==> src/rtl/eth_txf_pkg.sv <==
package eth_txf_pkg;
  typedef enum logic [2:0] {
    S_IDLE,
    S_PRE,
    S_SFD,
    S_DATA,
    S_PAD,
    S_FCS,
    S_GAP
  } txf_state_e;

  localparam logic [7:0]  PRE_BYTE     = 8'h55;
  localparam logic [7:0]  SFD_BYTE     = 8'hD5;
  localparam int          FCS_LEN      = 4;
  localparam logic [31:0] CRC_POLY_LSB = 32'hEDB88320;
endpackage

==> src/rtl/txf_crc.sv <==
module txf_crc #(
  parameter int             W    = 32,
  parameter int             DW   = 8,
  parameter logic [W-1:0]   POLY = 32'hEDB88320
) (
  input  logic          clk,
  input  logic          rst_n,
  input  logic          init,
  input  logic          en,
  input  logic [DW-1:0] din,
  output logic [W-1:0]  crc
);
  logic [W-1:0] crc_q;
  logic [W-1:0] crc_nx;

  // reflected update: byte enters the low bits, register shifts right
  always_comb begin
    crc_nx = crc_q ^ {{(W-DW){1'b0}}, din};
    for (int b = 0; b < DW; b++) begin
      crc_nx = crc_nx[0] ? ((crc_nx >> 1) ^ POLY) : (crc_nx >> 1);
    end
  end

  always_ff @(posedge clk) begin
    if (!rst_n || init) crc_q <= '1;
    else if (en)        crc_q <= crc_nx;
  end

  assign crc = crc_q;

  // the accumulator moves only when fed or reseeded
  assert_crc_hold_R6: assert property (@(posedge clk) disable iff (!rst_n)
    (!init && !en) |=> $stable(crc_q));
endmodule

==> src/rtl/txf_ctr.sv <==
module txf_ctr #(
  parameter  int MAX = 15,
  localparam int W   = $clog2(MAX + 1)
) (
  input  logic         clk,
  input  logic         rst_n,
  input  logic         clr,
  input  logic         inc,
  output logic [W-1:0] q
);
  always_ff @(posedge clk) begin
    if (!rst_n || clr)              q <= '0;
    else if (inc && q != W'(MAX))   q <= q + 1'b1;
  end
endmodule

==> src/rtl/eth_tx_framer.sv <==
module eth_tx_framer #(
  parameter int PRE_LEN   = 7,
  parameter int MIN_FRAME = 64,
  parameter int IPG_LEN   = 12
) (
  input  logic       clk,
  input  logic       rst_n,
  input  logic [7:0] in_data,
  input  logic       in_valid,
  input  logic       in_last,
  output logic       in_ready,
  output logic [7:0] gmii_txd,
  output logic       gmii_tx_en,
  output logic       gmii_tx_er
);
  import eth_txf_pkg::*;

  localparam int BODY_MIN = MIN_FRAME - FCS_LEN;
  localparam int PH_MAX   = (PRE_LEN > IPG_LEN) ? PRE_LEN : IPG_LEN;
  localparam int PH_W     = $clog2(PH_MAX + 1);
  localparam int LEN_W    = $clog2(BODY_MIN + 1);
  localparam int GAP_W    = $clog2(IPG_LEN + 1);

  txf_state_e st, st_nx;
  logic [PH_W-1:0]  ph_cnt;
  logic [LEN_W-1:0] len_cnt;
  logic ph_clr, ph_inc, len_clr, len_inc;
  logic crc_init, crc_en;
  logic [7:0]  crc_din;
  logic [31:0] crc_q, fcs_word;
  logic err_q, err_set, err_clr;
  logic [7:0] nx_d;
  logic nx_en, nx_er;

  // phase counter: preamble bytes, check bytes, gap bytes
  txf_ctr #(.MAX(PH_MAX)) u_phase (
    .clk(clk), .rst_n(rst_n), .clr(ph_clr), .inc(ph_inc), .q(ph_cnt));

  // body length counter, saturating at the minimum body size
  txf_ctr #(.MAX(BODY_MIN)) u_len (
    .clk(clk), .rst_n(rst_n), .clr(len_clr), .inc(len_inc), .q(len_cnt));

  txf_crc #(.W(32), .DW(8), .POLY(CRC_POLY_LSB)) u_crc (
    .clk(clk), .rst_n(rst_n), .init(crc_init), .en(crc_en),
    .din(crc_din), .crc(crc_q));

  assign fcs_word = ~crc_q;
  assign in_ready = (st == S_DATA);

  always_comb begin
    st_nx    = st;
    ph_clr   = 1'b0;
    ph_inc   = 1'b0;
    len_clr  = 1'b0;
    len_inc  = 1'b0;
    crc_init = 1'b0;
    crc_en   = 1'b0;
    crc_din  = in_data;
    err_set  = 1'b0;
    err_clr  = 1'b0;
    nx_d     = 8'h00;
    nx_en    = 1'b0;
    nx_er    = 1'b0;
    unique case (st)
      S_IDLE: begin
        if (in_valid) begin
          st_nx  = S_PRE;
          ph_clr = 1'b1;
        end
      end
      S_PRE: begin
        nx_en  = 1'b1;
        nx_d   = PRE_BYTE;
        ph_inc = 1'b1;
        if (ph_cnt == PH_W'(PRE_LEN - 1)) st_nx = S_SFD;
      end
      S_SFD: begin
        nx_en    = 1'b1;
        nx_d     = SFD_BYTE;
        crc_init = 1'b1;
        len_clr  = 1'b1;
        err_clr  = 1'b1;
        st_nx    = S_DATA;
      end
      S_DATA: begin
        nx_en = 1'b1;
        if (in_valid) begin
          nx_d    = in_data;
          nx_er   = err_q;
          crc_en  = 1'b1;
          len_inc = 1'b1;
          if (in_last) begin
            ph_clr = 1'b1;
            st_nx  = (len_cnt >= LEN_W'(BODY_MIN - 1)) ? S_FCS : S_PAD;
          end
        end else begin
          nx_d    = 8'h00;
          nx_er   = 1'b1;
          err_set = 1'b1;
        end
      end
      S_PAD: begin
        nx_en   = 1'b1;
        nx_er   = err_q;
        crc_en  = 1'b1;
        crc_din = 8'h00;
        len_inc = 1'b1;
        if (len_cnt == LEN_W'(BODY_MIN - 1)) begin
          st_nx  = S_FCS;
          ph_clr = 1'b1;
        end
      end
      S_FCS: begin
        nx_en  = 1'b1;
        nx_er  = err_q;
        nx_d   = fcs_word[{ph_cnt[1:0], 3'b000} +: 8];
        ph_inc = 1'b1;
        if (ph_cnt == PH_W'(FCS_LEN - 1)) begin
          st_nx  = S_GAP;
          ph_clr = 1'b1;
        end
      end
      S_GAP: begin
        ph_inc = 1'b1;
        // the idle-state cycle supplies the last gap byte
        if (ph_cnt == PH_W'(IPG_LEN - 2)) st_nx = S_IDLE;
      end
      default: st_nx = S_IDLE;
    endcase
  end

  always_ff @(posedge clk) begin
    if (!rst_n) begin
      st         <= S_IDLE;
      err_q      <= 1'b0;
      gmii_txd   <= 8'h00;
      gmii_tx_en <= 1'b0;
      gmii_tx_er <= 1'b0;
    end else begin
      st         <= st_nx;
      gmii_txd   <= nx_d;
      gmii_tx_en <= nx_en;
      gmii_tx_er <= nx_er;
      if (err_clr)      err_q <= 1'b0;
      else if (err_set) err_q <= 1'b1;
    end
  end

  // idle-run observer for the gap check
  logic [GAP_W-1:0] idle_run;
  always_ff @(posedge clk) begin
    if (!rst_n)                            idle_run <= GAP_W'(IPG_LEN);
    else if (gmii_tx_en)                   idle_run <= '0;
    else if (idle_run != GAP_W'(IPG_LEN))  idle_run <= idle_run + 1'b1;
  end

  assert_pre_first_R2: assert property (@(posedge clk) disable iff (!rst_n)
    $rose(gmii_tx_en) |-> gmii_txd == 8'h55);

  assert_ready_in_pkt_R3: assert property (@(posedge clk) disable iff (!rst_n)
    in_ready |-> gmii_tx_en);

  assert_byte_pass_R4: assert property (@(posedge clk) disable iff (!rst_n)
    (in_valid && in_ready) |=> (gmii_tx_en && gmii_txd == $past(in_data)));

  assert_min_gap_R7: assert property (@(posedge clk) disable iff (!rst_n)
    $rose(gmii_tx_en) |-> idle_run >= GAP_W'(IPG_LEN));

  assert_er_needs_en_R8: assert property (@(posedge clk) disable iff (!rst_n)
    gmii_tx_er |-> gmii_tx_en);
endmodule

==> config.mk <==
export PLATFORM = sky130hd
export DESIGN_NAME = eth_tx_framer
export DESIGN_NICKNAME = d
export VERILOG_FILES = /design/src/rtl/eth_txf_pkg.sv /design/src/rtl/txf_crc.sv /design/src/rtl/txf_ctr.sv /design/src/rtl/eth_tx_framer.sv
export SDC_FILE = /design/constraint.sdc
export NUM_CORES = 1
export LEC_CHECK = 0
export ABC_CLOCK_PERIOD_IN_PS = 3000
export BUFFER_PORTS_ARGS = -buffer_cell sky130_fd_sc_hd__buf_2
export CORE_MARGIN = 5
export CORE_UTILIZATION = 56
export CTS_CLUSTER_DIAMETER = 150
export DETAILED_ROUTE_END_ITERATION = 12
export HOLD_SLACK_MARGIN = 0.1
export PLACE_DENSITY = 0.82
export SYNTH_ARGS = -nofsm -noshare
export SYNTH_HDL_FRONTEND = slang
export SYNTH_HIERARCHICAL = 1
export SYNTH_SLANG_ARGS = --single-unit
export TNS_END_PERCENT = 20
==> constraint.sdc <==
create_clock -name clk -period 3 [get_ports clk]
set_clock_uncertainty 0.1 [all_clocks]
set_input_delay 0.6 -clock clk [delete_from_list [all_inputs] [get_ports clk]]
set_output_delay 0.6 -clock clk [all_outputs]
set_load 0.02 [all_outputs]
======== Word-level counts from Yosys, hierarchy flattened ========
Cells that the tools add are included.
storage, ports and cells
  register bits ........................... 56
  input bits .............................. 12
operators by class
  shift operators ......................... 1
  bitwise operators ....................... 11
  reductions and logical operators ........ 11
  muxes and demuxes ....................... 34
  eq/ne operators ......................... 19
  order comparisons ....................... 1
  add/sub/neg operators ................... 2
operators by type and width
  cell                                                                    count
  32-bit 2-to-1 mux                                                       8
  13-bit inverter with 14-bit output                                      8
  32-bit inverter                                                         1
  8-bit one-hot mux with 4 select lines                                   1
  32-bit by 6-bit variable part select with 8-bit output                  1
  32-bit by 8-bit XOR with 32-bit output                                  1
  3-bit 2-to-1 mux                                                        7
  3-bit one-hot mux with 7 select lines                                   1
  8-bit 2-to-1 mux                                                        2
  2-bit inequality test (second input constant)                           7
  1-bit 2-to-1 mux                                                        12
  3-bit equality test (second input constant)                             3
  7-bit AND reduction                                                     1
  6-bit by 1-bit adder with 6-bit output (second input constant)          1
  3-bit by 2-bit equality test with 1-bit output (second input constant)  2
  6-bit equality test (second input constant)                             1
  6-bit >= comparator (second input constant)                             1
  6-bit inequality test (second input constant)                           1
  5-bit OR reduction                                                      1
  4-bit by 1-bit adder with 4-bit output (second input constant)          1
  4-bit by 2-bit equality test with 1-bit output (second input constant)  1
  4-bit by 3-bit equality test with 1-bit output (second input constant)  1
  4-bit equality test (second input constant)                             1
  4-bit inequality test (second input constant)                           1
  10 further kinds                                                        14

======== Longest topological paths before layout ========
Gate-level depths: netlist of run 1.
  depth after elaboration ................. 19
  gate-level depth with buffers ........... 11
  gate-level depth less buffers ........... 8

======== Modules after synthesis ========
The synthesis of run 1 kept the hierarchy.
by module, submodules not included
  module             cells an instance  times used  area each (sq um)
  txf_crc            202                1           1910.6
  eth_tx_framer      118                1           1072.3
  txf_ctr (u_len)    35                 1           340.3
  txf_ctr (u_phase)  26                 1           206.4

======== Least setup slack after synthesis of run 1 ========
OpenSTA, ideal clock, no wires.
  path type ............................... register to register
  start ................................... register st[0]
  end ..................................... register u_crc.crc_q[28] (netlist: u_crc/crc[28])
  setup slack ............................. 0.478 ns
  data required time ...................... 2.764 ns
  cell stages (with the launch flop) ...... 10
  arrival ................................. 2.286 ns
  cells stage by stage .................... dfxtp_1 -> or2_4 -> nor2_1 -> clkbuf_1 -> nor2b_1 -> xor2_4 -> xnor3_4 -> xor2_1 -> nor2_1 -> o21ai_0
between the ends
  elaborated cells on any way between the ends .. 19
  those cells by class .................... eq/ne (3); mux (11); bitwise (4); reduce/logical (1)
RTL lines
  item                                    RTL line              RTL
  start, declared                         eth_tx_framer.sv:24   txf_state_e st, st_nx;
  start signal, assigned                  eth_tx_framer.sv:140  st <= st_nx;
  3-bit equality test                     eth_tx_framer.sv:64   unique case (st)
  8-bit 2-to-1 mux                        eth_tx_framer.sv:64
  named net crc_din[0]                    eth_tx_framer.sv:29   logic [7:0] crc_din;
  32-bit by 8-bit XOR with 32-bit output  txf_crc.sv:18         crc_nx = crc_q ^ {{(W-DW){1'b0}}, din};
  32-bit 2-to-1 mux (8 in series)         txf_crc.sv:20         crc_nx = crc_nx[0] ? ((crc_nx >> 1) ^ POLY) : (crc_nx >> 1);
  end signal, assigned                    txf_crc.sv:26         else if (en) crc_q <= crc_nx;
  end, declared                           txf_crc.sv:13         logic [W-1:0] crc_q;
The timed path passes the listed nets, and every way through them passes these cells.
A chain may end at the register's enable or synchronous reset.

======== Worst setup path after layout of run 1 ========
Same ends and word-level chain as after synthesis.

==> flow_metrics.env, run 1 <==
export IMPL_cp_startpoint="st[0]"
export IMPL_num_rows=29
export IMPL_synth_seq_area_share=0.318
export IMPL_core_area_mm2=0.00624
export IMPL_wl_per_cell_um=16.4
export IMPL_dieArea_mm2=0.00799
export IMPL_initial_core_util=0.566
export IMPL_cts_setup_buffers=0
export IMPL_ys_ff_latch=56
export IMPL_drt_pass1_iterations=5
export IMPL_wl_um=7960
export IMPL_rsz0062_at_grt="false"
export IMPL_antenna_found_initial=0
export IMPL_cts_hold_buf=0
export IMPL_vias=2758
export IMPL_min_period_over_period=0.898
export IMPL_ir_drop_uv=363
export IMPL_yosysUniqueCellTypes=60
export IMPL_drt_vias_per_instance=5.69
export IMPL_clock_path_buffers=2
export IMPL_power_density_mw_per_mm2=633
export IMPL_startpoint_type="flip-flop"
export IMPL_worst_slack_ns=0.307
export IMPL_relSlewSlack=0.434
export IMPL_setup_violations=0
export IMPL_drive_gt1_frac=0.174
export IMPL_fin_crit_ns=2.69
export IMPL_track_usage=0.214
export IMPL_diodes=0
export IMPL_setup_tns_ns=0
export IMPL_worstReg2RegEnd="u_crc/crc[28]"
export IMPL_grt_overflow=0
export IMPL_synth_edf_count=0
export IMPL_path_clk_slew_ns=0.11
export IMPL_final_nets=423
export IMPL_path_max_fanout=8
export IMPL_regArea_mm2=0.00112
export IMPL_place_ws_ns=0.352
export IMPL_maxCapViolations=0
export IMPL_portBuffers=22
export IMPL_reg2reg_slack_ns=0.31
export IMPL_layout_common_cells="dfxtp_1 (56), nor2_1 (52), xnor2_1 (48)"
export IMPL_drcViolationCount=0
export IMPL_syn_num_nets=397
export IMPL_outcome="completed"
export IMPL_root_buffer="clkbuf_8"
export IMPL_grt_pass1_wl_um=13300
export IMPL_gp_congestion=0.966
export IMPL_worstPathRequired_ns=3.08
export IMPL_numCtsBuffers=5
export IMPL_die_h_um=89.4
export IMPL_layout_commonest_cell="dfxtp_1"
export IMPL_io_pins=23
export IMPL_rr_startpoint="st[0]"
export IMPL_grt_max_degree=32
export IMPL_synthCells=381
export IMPL_syn_area_mm2=0.00353
export IMPL_hp_class="flip-flop to flip-flop"
export IMPL_cts_sinks=56
export IMPL_dp_hpwl_um=5830
export IMPL_ant_nets=0
export IMPL_syn_mean_instance_area_um2=9.26
export IMPL_synthArstFlopShare=0
export IMPL_power_uw=2420
export IMPL_critPathCaptureType="flip-flop"
export IMPL_grt_pass1_vias=2721
export IMPL_drtIter0Drc=185
export IMPL_fmax_ghz=0.371
export IMPL_syn2layout_area_growth_pct=8.47
export IMPL_timing_final_hold_violations=0
export IMPL_die_w_um=89.4
export IMPL_path_class="flip-flop to flip-flop"
export IMPL_tritoncts="built"
export IMPL_hold_start="u_crc/crc[20]"
export IMPL_slew_viol_final=0
export IMPL_worstSetupEndpoint="u_crc/crc[28]"
export IMPL_yosys_warnings=6
export IMPL_cts_max_level=2
export IMPL_multi_input_area_mm2=0.00225
export IMPL_clkLatencyLatePin_ns=0.32
export IMPL_tightest_slew_ns=0.847
export IMPL_p_leak_uw=0.00144
export IMPL_rr_worst_depth=9
export IMPL_fillers=530
export IMPL_postCtsResizedCells=0
export IMPL_synthFlopType="dfxtp_1"
export IMPL_arrival_ns=2.77
==> area by class of cell <==
class,instances,share of cell area
clock buffer,6,0.0190
clock inverter,2,0.00425
inverter,11,0.0108
multi-input combinational,297,0.589
sequential,56,0.293
tap,77,0.0252
timing repair buffer,36,0.0595
==> layer usage <==
layer,part of all wire,global-route usage,routed length [um]
met5,0,0,0
met1,0.44,0.275,3510
met3,0.043,0.0304,339
met2,0.49,0.371,3940
met4,0.021,0.0677,170
==> through the flow <==
step	cells	cell area, um^2	util	hold slack [ns]
2_1_floorplan	381	3530	-	0.379
6_report	485	3830	0.613	0.423
4_1_cts	485	3830	0.613	0.426
3_5_place_dp	477	3740	0.599	0.411
3_3_place_gp	477	3740	0.599	0.400
5_1_grt	485	3830	0.613	0.445
==> flip-flops by register name, summed over array words and instances (netlist names) <==
name        count
u_crc/crc      32
gmii_txd        8
u_len/q         6
u_phase/q       4
st              3
err_q           1
gmii_tx_en      1
gmii_tx_er      1
==> how the worst min path moves through the flow <==
stage / depth (start not counted) / endpoint / slack (ns)
2_1_floorplan: 2 / u_crc/crc[10] / 0.38
3_3_place_gp: 2 / u_crc/crc[9] / 0.40
3_5_place_dp: 2 / u_crc/crc[9] / 0.41
4_1_cts: 2 / u_crc/crc[20] / 0.43
5_1_grt: 3 / gmii_txd[6] / 0.45
6_report: 2 / u_crc/crc[20] / 0.42
==> critical path: stages, from the launching register on <==
cell and delay, ns:
dfxtp_1 0.32, or2_4 0.26, nor2_1 0.22, buf_4 0.21, nor2b_1 0.10, xor2_4 0.32
xnor3_4 0.59, xor2_1 0.19, nor2_1 0.15, o21ai_0 0.10
==> synth_stat cells, types with 2 or more instances <==
cell type / count / area [um^2]
clkbuf_1: 10 / 37.5
xor2_2: 2 / 32.5
nor2_1: 52 / 195
and3_2: 3 / 22.5
a211oi_1: 8 / 60.1
nand3_1: 10 / 50.1
nand2b_1: 5 / 31.3
xor2_1: 11 / 96.3
xnor2_2: 2 / 32.5
nor3_1: 7 / 35.0
xor2_4: 3 / 82.6
xnor3_1: 3 / 67.6
a31oi_1: 3 / 18.8
nor2b_1: 11 / 68.8
buf_6: 2 / 22.5
a21oi_1: 11 / 55.1
xnor2_1: 48 / 420
ha_1: 4 / 50.1
o21ai_0: 23 / 115
nand2_2: 2 / 12.5
inv_1: 10 / 37.5
xnor3_4: 2 / 52.6
mux2i_1: 6 / 60.1
clkbuf_8: 3 / 41.3
mux4_1: 7 / 184
o211ai_1: 10 / 75.1
nand2_1: 35 / 131
dfxtp_1: 56 / 1120
==> power breakdown <==
group          switching (uW)  internal, uW
combinational             603           502
clock                     253           167
sequential               80.5           817
total                     937          1490
==> kinds of logic after synthesis <==
| group | synth area share |
|---|---|
| AOI/OAI and AO/OA | 0.134 |
| adders and majority gates | 0.0142 |
| muxes | 0.0755 |
| xor gates and xnor gates | 0.230 |
| DFF | 0.318 |
| and+or+nand+nor | 0.185 |
| buffers and inverters | 0.0440 |
No activity file was read; power rests on OpenSTA's default activity.
==> inputs of run 2 (changes only) <==
--- a/config.mk
+++ b/config.mk
@@ -5,6 +5,7 @@
 export SDC_FILE = /design/constraint.sdc
 export NUM_CORES = 1
 export LEC_CHECK = 0
+export ABC_AREA = 1
 export ABC_CLOCK_PERIOD_IN_PS = 3000
 export BUFFER_PORTS_ARGS = -buffer_cell sky130_fd_sc_hd__buf_2
 export CORE_MARGIN = 5
@@ -12,7 +13,7 @@
 export CTS_CLUSTER_DIAMETER = 150
 export DETAILED_ROUTE_END_ITERATION = 12
 export HOLD_SLACK_MARGIN = 0.1
-export PLACE_DENSITY = 0.82
+export PLACE_DENSITY = 0.81
 export SYNTH_ARGS = -nofsm -noshare
 export SYNTH_HDL_FRONTEND = slang
 export SYNTH_HIERARCHICAL = 1
==> run 2 against run 1 <==
Effect of this change: sequential power up 40%; final area up 10%; count of clock-buffer cells in the layout down 1; synthesized area up 12%; first-iteration DRC count rose to 2.7 times the previous value; non-clock buffer count down 10; via count up 54%; power up 77%.
==> flow_metrics.env, run 2 <==
export IMPL_initial_core_util=0.580
export IMPL_min_to="u_crc/crc[12]"
export IMPL_sequentialPowerShare=0.295
export IMPL_synthArstFlopShare=0
export IMPL_wl_um=10800
export IMPL_worst_slack_ns=0.269
export IMPL_dp_hpwl_um=8030
export IMPL_setup_tns_ns=0
export IMPL_clkLatencyLatePin_ns=0.31
export IMPL_numCtsBuffers=5
export IMPL_gp_congestion=0.958
export IMPL_yosys_warnings=6
export IMPL_tightest_slew_ns=0.685
export IMPL_setup_violations=0
export IMPL_path_buf_inv=3
export IMPL_grt_pass1_wl_um=17800
export IMPL_path_class="flip-flop to flip-flop"
export IMPL_wl_per_cell_um=14.3
export IMPL_path_max_fanout=9
export IMPL_timing_final_hold_violations=0
export IMPL_rr_worst_depth=15
export IMPL_combPwrFrac=0.608
export IMPL_yosysUniqueCellTypes=37
export IMPL_netlist_top_cells_count="nand2_1 (212), inv_1 (62), dfxtp_1 (56), nor2_1 (56), a21oi_1 (55)"
export IMPL_cts_sinks=56
export IMPL_die_w_um=94.1
export IMPL_arrival_ns=2.85
export IMPL_ys_ff_latch=56
export IMPL_grt_pass1_vias=3748
export IMPL_maxCapViolations=0
export IMPL_place_ws_ns=0.280
export IMPL_final_nets=677
export IMPL_holdPathStages=2
export IMPL_rsz0062_at_grt="false"
export IMPL_diodes=0
export IMPL_slew_viol_final=0
export IMPL_min_period_over_period=0.910
export IMPL_fin_crit_ns=2.73
export IMPL_die_h_um=94.1
export IMPL_syn_area_mm2=0.00396
export IMPL_track_usage=0.251
export IMPL_synthMostInstantiatedCell="nand2_1"
export IMPL_drive_gt1_frac=0.126
export IMPL_pwr_share_clk=0.097
export IMPL_rr_startpoint="st[0]"
export IMPL_portBuffers=22
export IMPL_synth_seq_area_share=0.283
export IMPL_syn_mean_instance_area_um2=6.18
export IMPL_fmax_ghz=0.366
export IMPL_dieArea_mm2=0.00886
export IMPL_synthFlopType="dfxtp_1"
export IMPL_relSlewSlack=0.543
export IMPL_cts_hold_buf=0
export IMPL_ys_top_cells_by_area="dfxtp_1 (28%), nand2_1 (20%), a21oi_1 (6.9%)"
export IMPL_clock_path_buffers=2
export IMPL_vias=4236
export IMPL_grt_max_degree=36
export IMPL_synth_edf_count=0
export IMPL_layout_common_cells="nand2_1 (211), inv_1 (62), nor2_1 (56), dfxtp_1 (56), a21oi_1 (55)"
export IMPL_path_clk_slew_ns=0.10
export IMPL_power_density_mw_per_mm2=1010
export IMPL_syn_num_nets=657
export IMPL_cp_common_cell="nand2_1"
export IMPL_layout_commonest_cell="nand2_1"
export IMPL_synth_largest_area_cell="dfxtp_1"
export IMPL_tritoncts="built"
export IMPL_io_pins=23
export IMPL_cts_max_level=2
export IMPL_synth_top_cell_area_share=0.283
export IMPL_root_buffer="clkbuf_8"
export IMPL_drt_pass1_iterations=6
export IMPL_crit_chain="nor2_1, nand2_1, clkinv_1, nor2_1, inv_1, nand2_1, nand2_1, nand2_1, nand2_1, inv_1, nand2_1, nand2_1, nand2_1, nand3_1, nand2_1"
export IMPL_reg2reg_slack_ns=0.27
export IMPL_p_leak_uw=0.00204
export IMPL_slowest_delay_ns=0.50
export IMPL_outcome="completed"
export IMPL_drt_vias_per_instance=5.60
export IMPL_p_switching_uw=2320
export IMPL_antenna_found_initial=0
export IMPL_swShare=0.542
export IMPL_crit_family="simple AND/OR/NAND/NOR gates"
export IMPL_num_rows=30
export IMPL_slowest_stage="dfxtp_1"
export IMPL_drtIter0Drc=507
export IMPL_critPathCaptureType="flip-flop"
export IMPL_ant_nets=0
export IMPL_core_area_mm2=0.00683
export IMPL_syn2layout_area_growth_pct=6.66
export IMPL_startpoint_type="flip-flop"
export IMPL_fin_util=0.619
export IMPL_ir_drop_uv=395
export IMPL_worstReg2RegEnd="u_crc/crc[24]"
export IMPL_grt_overflow=0
export IMPL_intPower_uw=1960
export IMPL_hold_start="u_crc/crc[12]"
export IMPL_hp_class="flip-flop to flip-flop"
export IMPL_worstPathRequired_ns=3.12
export IMPL_synthCells=641
export IMPL_largest_register_ffs=32
export IMPL_drcViolationCount=0
[run 2: cell count changes in the layout (fill, tap and decap cells not counted), sizes merged, moves of 10 or more]
| cell | previous run | this run |
|---|---|---|
| a21oi | 11 | 57 |
| buf | 36 | 26 |
| nand2 | 37 | 234 |
| inv | 10 | 70 |
| xnor2 | 51 | 4 |
| nor2 | 52 | 66 |
| nor2b | 11 | 0 |
| nand3 | 11 | 49 |
[run 2: worst min-delay path: cells and delay by family (launching register included)]
family | cells | cell delay (ns)
AO/OA/AOI/OAI | 1 | 0.08
buffers and inverters | 1 | 0.07
flip-flops | 1 | 0.34
[run 2: power groups by stage]
stage               Clock, uW  Sequential, uW  Combinational [uW]
floorplan                   0            1180                2060
global placement            0            1270                2460
detailed placement          0            1270                2530
CTS                       424            1250                2540
global route              452            1290                2910
finish                    416            1260                2600
[run 2: kinds of logic (layout without fill, tap and decap cells)]
kind of cell / count (synthesis) / count (layout) / share of synthesized area
xor+xnor: 26 / 26 / 0.0575
compound gates: 108 / 108 / 0.156
flops: 56 / 56 / 0.283
buf+inv: 87 / 107 / 0.0913
simple gates: 360 / 360 / 0.400
fa+ha+maj: 4 / 4 / 0.0126
[run 2: repair_timing]
action | CTS | global route
gates resized for setup | 0 | 1
setup buffers | 0 | 0
endpoints found under the setup margin | 0 | 4
[run 2: layout make-up]
type | count | area (um^2)
Inverter | 74 | 278
Sequential cell | 56 | 1120
Multi-Input combinational cell | 498 | 2490
Clock inverter | 2 | 12.5
Clock buffer | 5 | 68.8
Tap cell | 96 | 120
Fill cell | 659 | 2610
Timing Repair Buffer | 26 | 140
[run 2: per-stage QoR]
stage               cells  hold WS [ns]  power, uW  instance area, um^2
floorplan             641         0.368       3240                 3960
detailed placement    750         0.406       3800                 4140
global route          757         0.450       4650                 4230
finish                757         0.432       4280                 4230
CTS                   757         0.431       4220                 4220
global placement      750         0.406       3730                 4140
[run 2: routing by layer]
| metal | track usage | wire length, um |
|---|---|---|
| met1 | 0.319 | 4610 |
| met2 | 0.426 | 5050 |
| met3 | 0.0473 | 891 |
| met4 | 0.0794 | 265 |
| met5 | 0 | 0 |
[run 2: how the worst max path moves through the flow]
stage,startpoint,endpoint,slack [ns],cells after the start
2_1_floorplan,in_valid,u_crc/crc[5],0.65,7
3_3_place_gp,st[0],u_crc/crc[24],0.42,15
3_5_place_dp,st[0],u_crc/crc[24],0.28,15
4_1_cts,st[0],u_crc/crc[24],0.27,15
5_1_grt,st[0],u_crc/crc[24],0.01,15
6_report,st[0],u_crc/crc[24],0.27,15
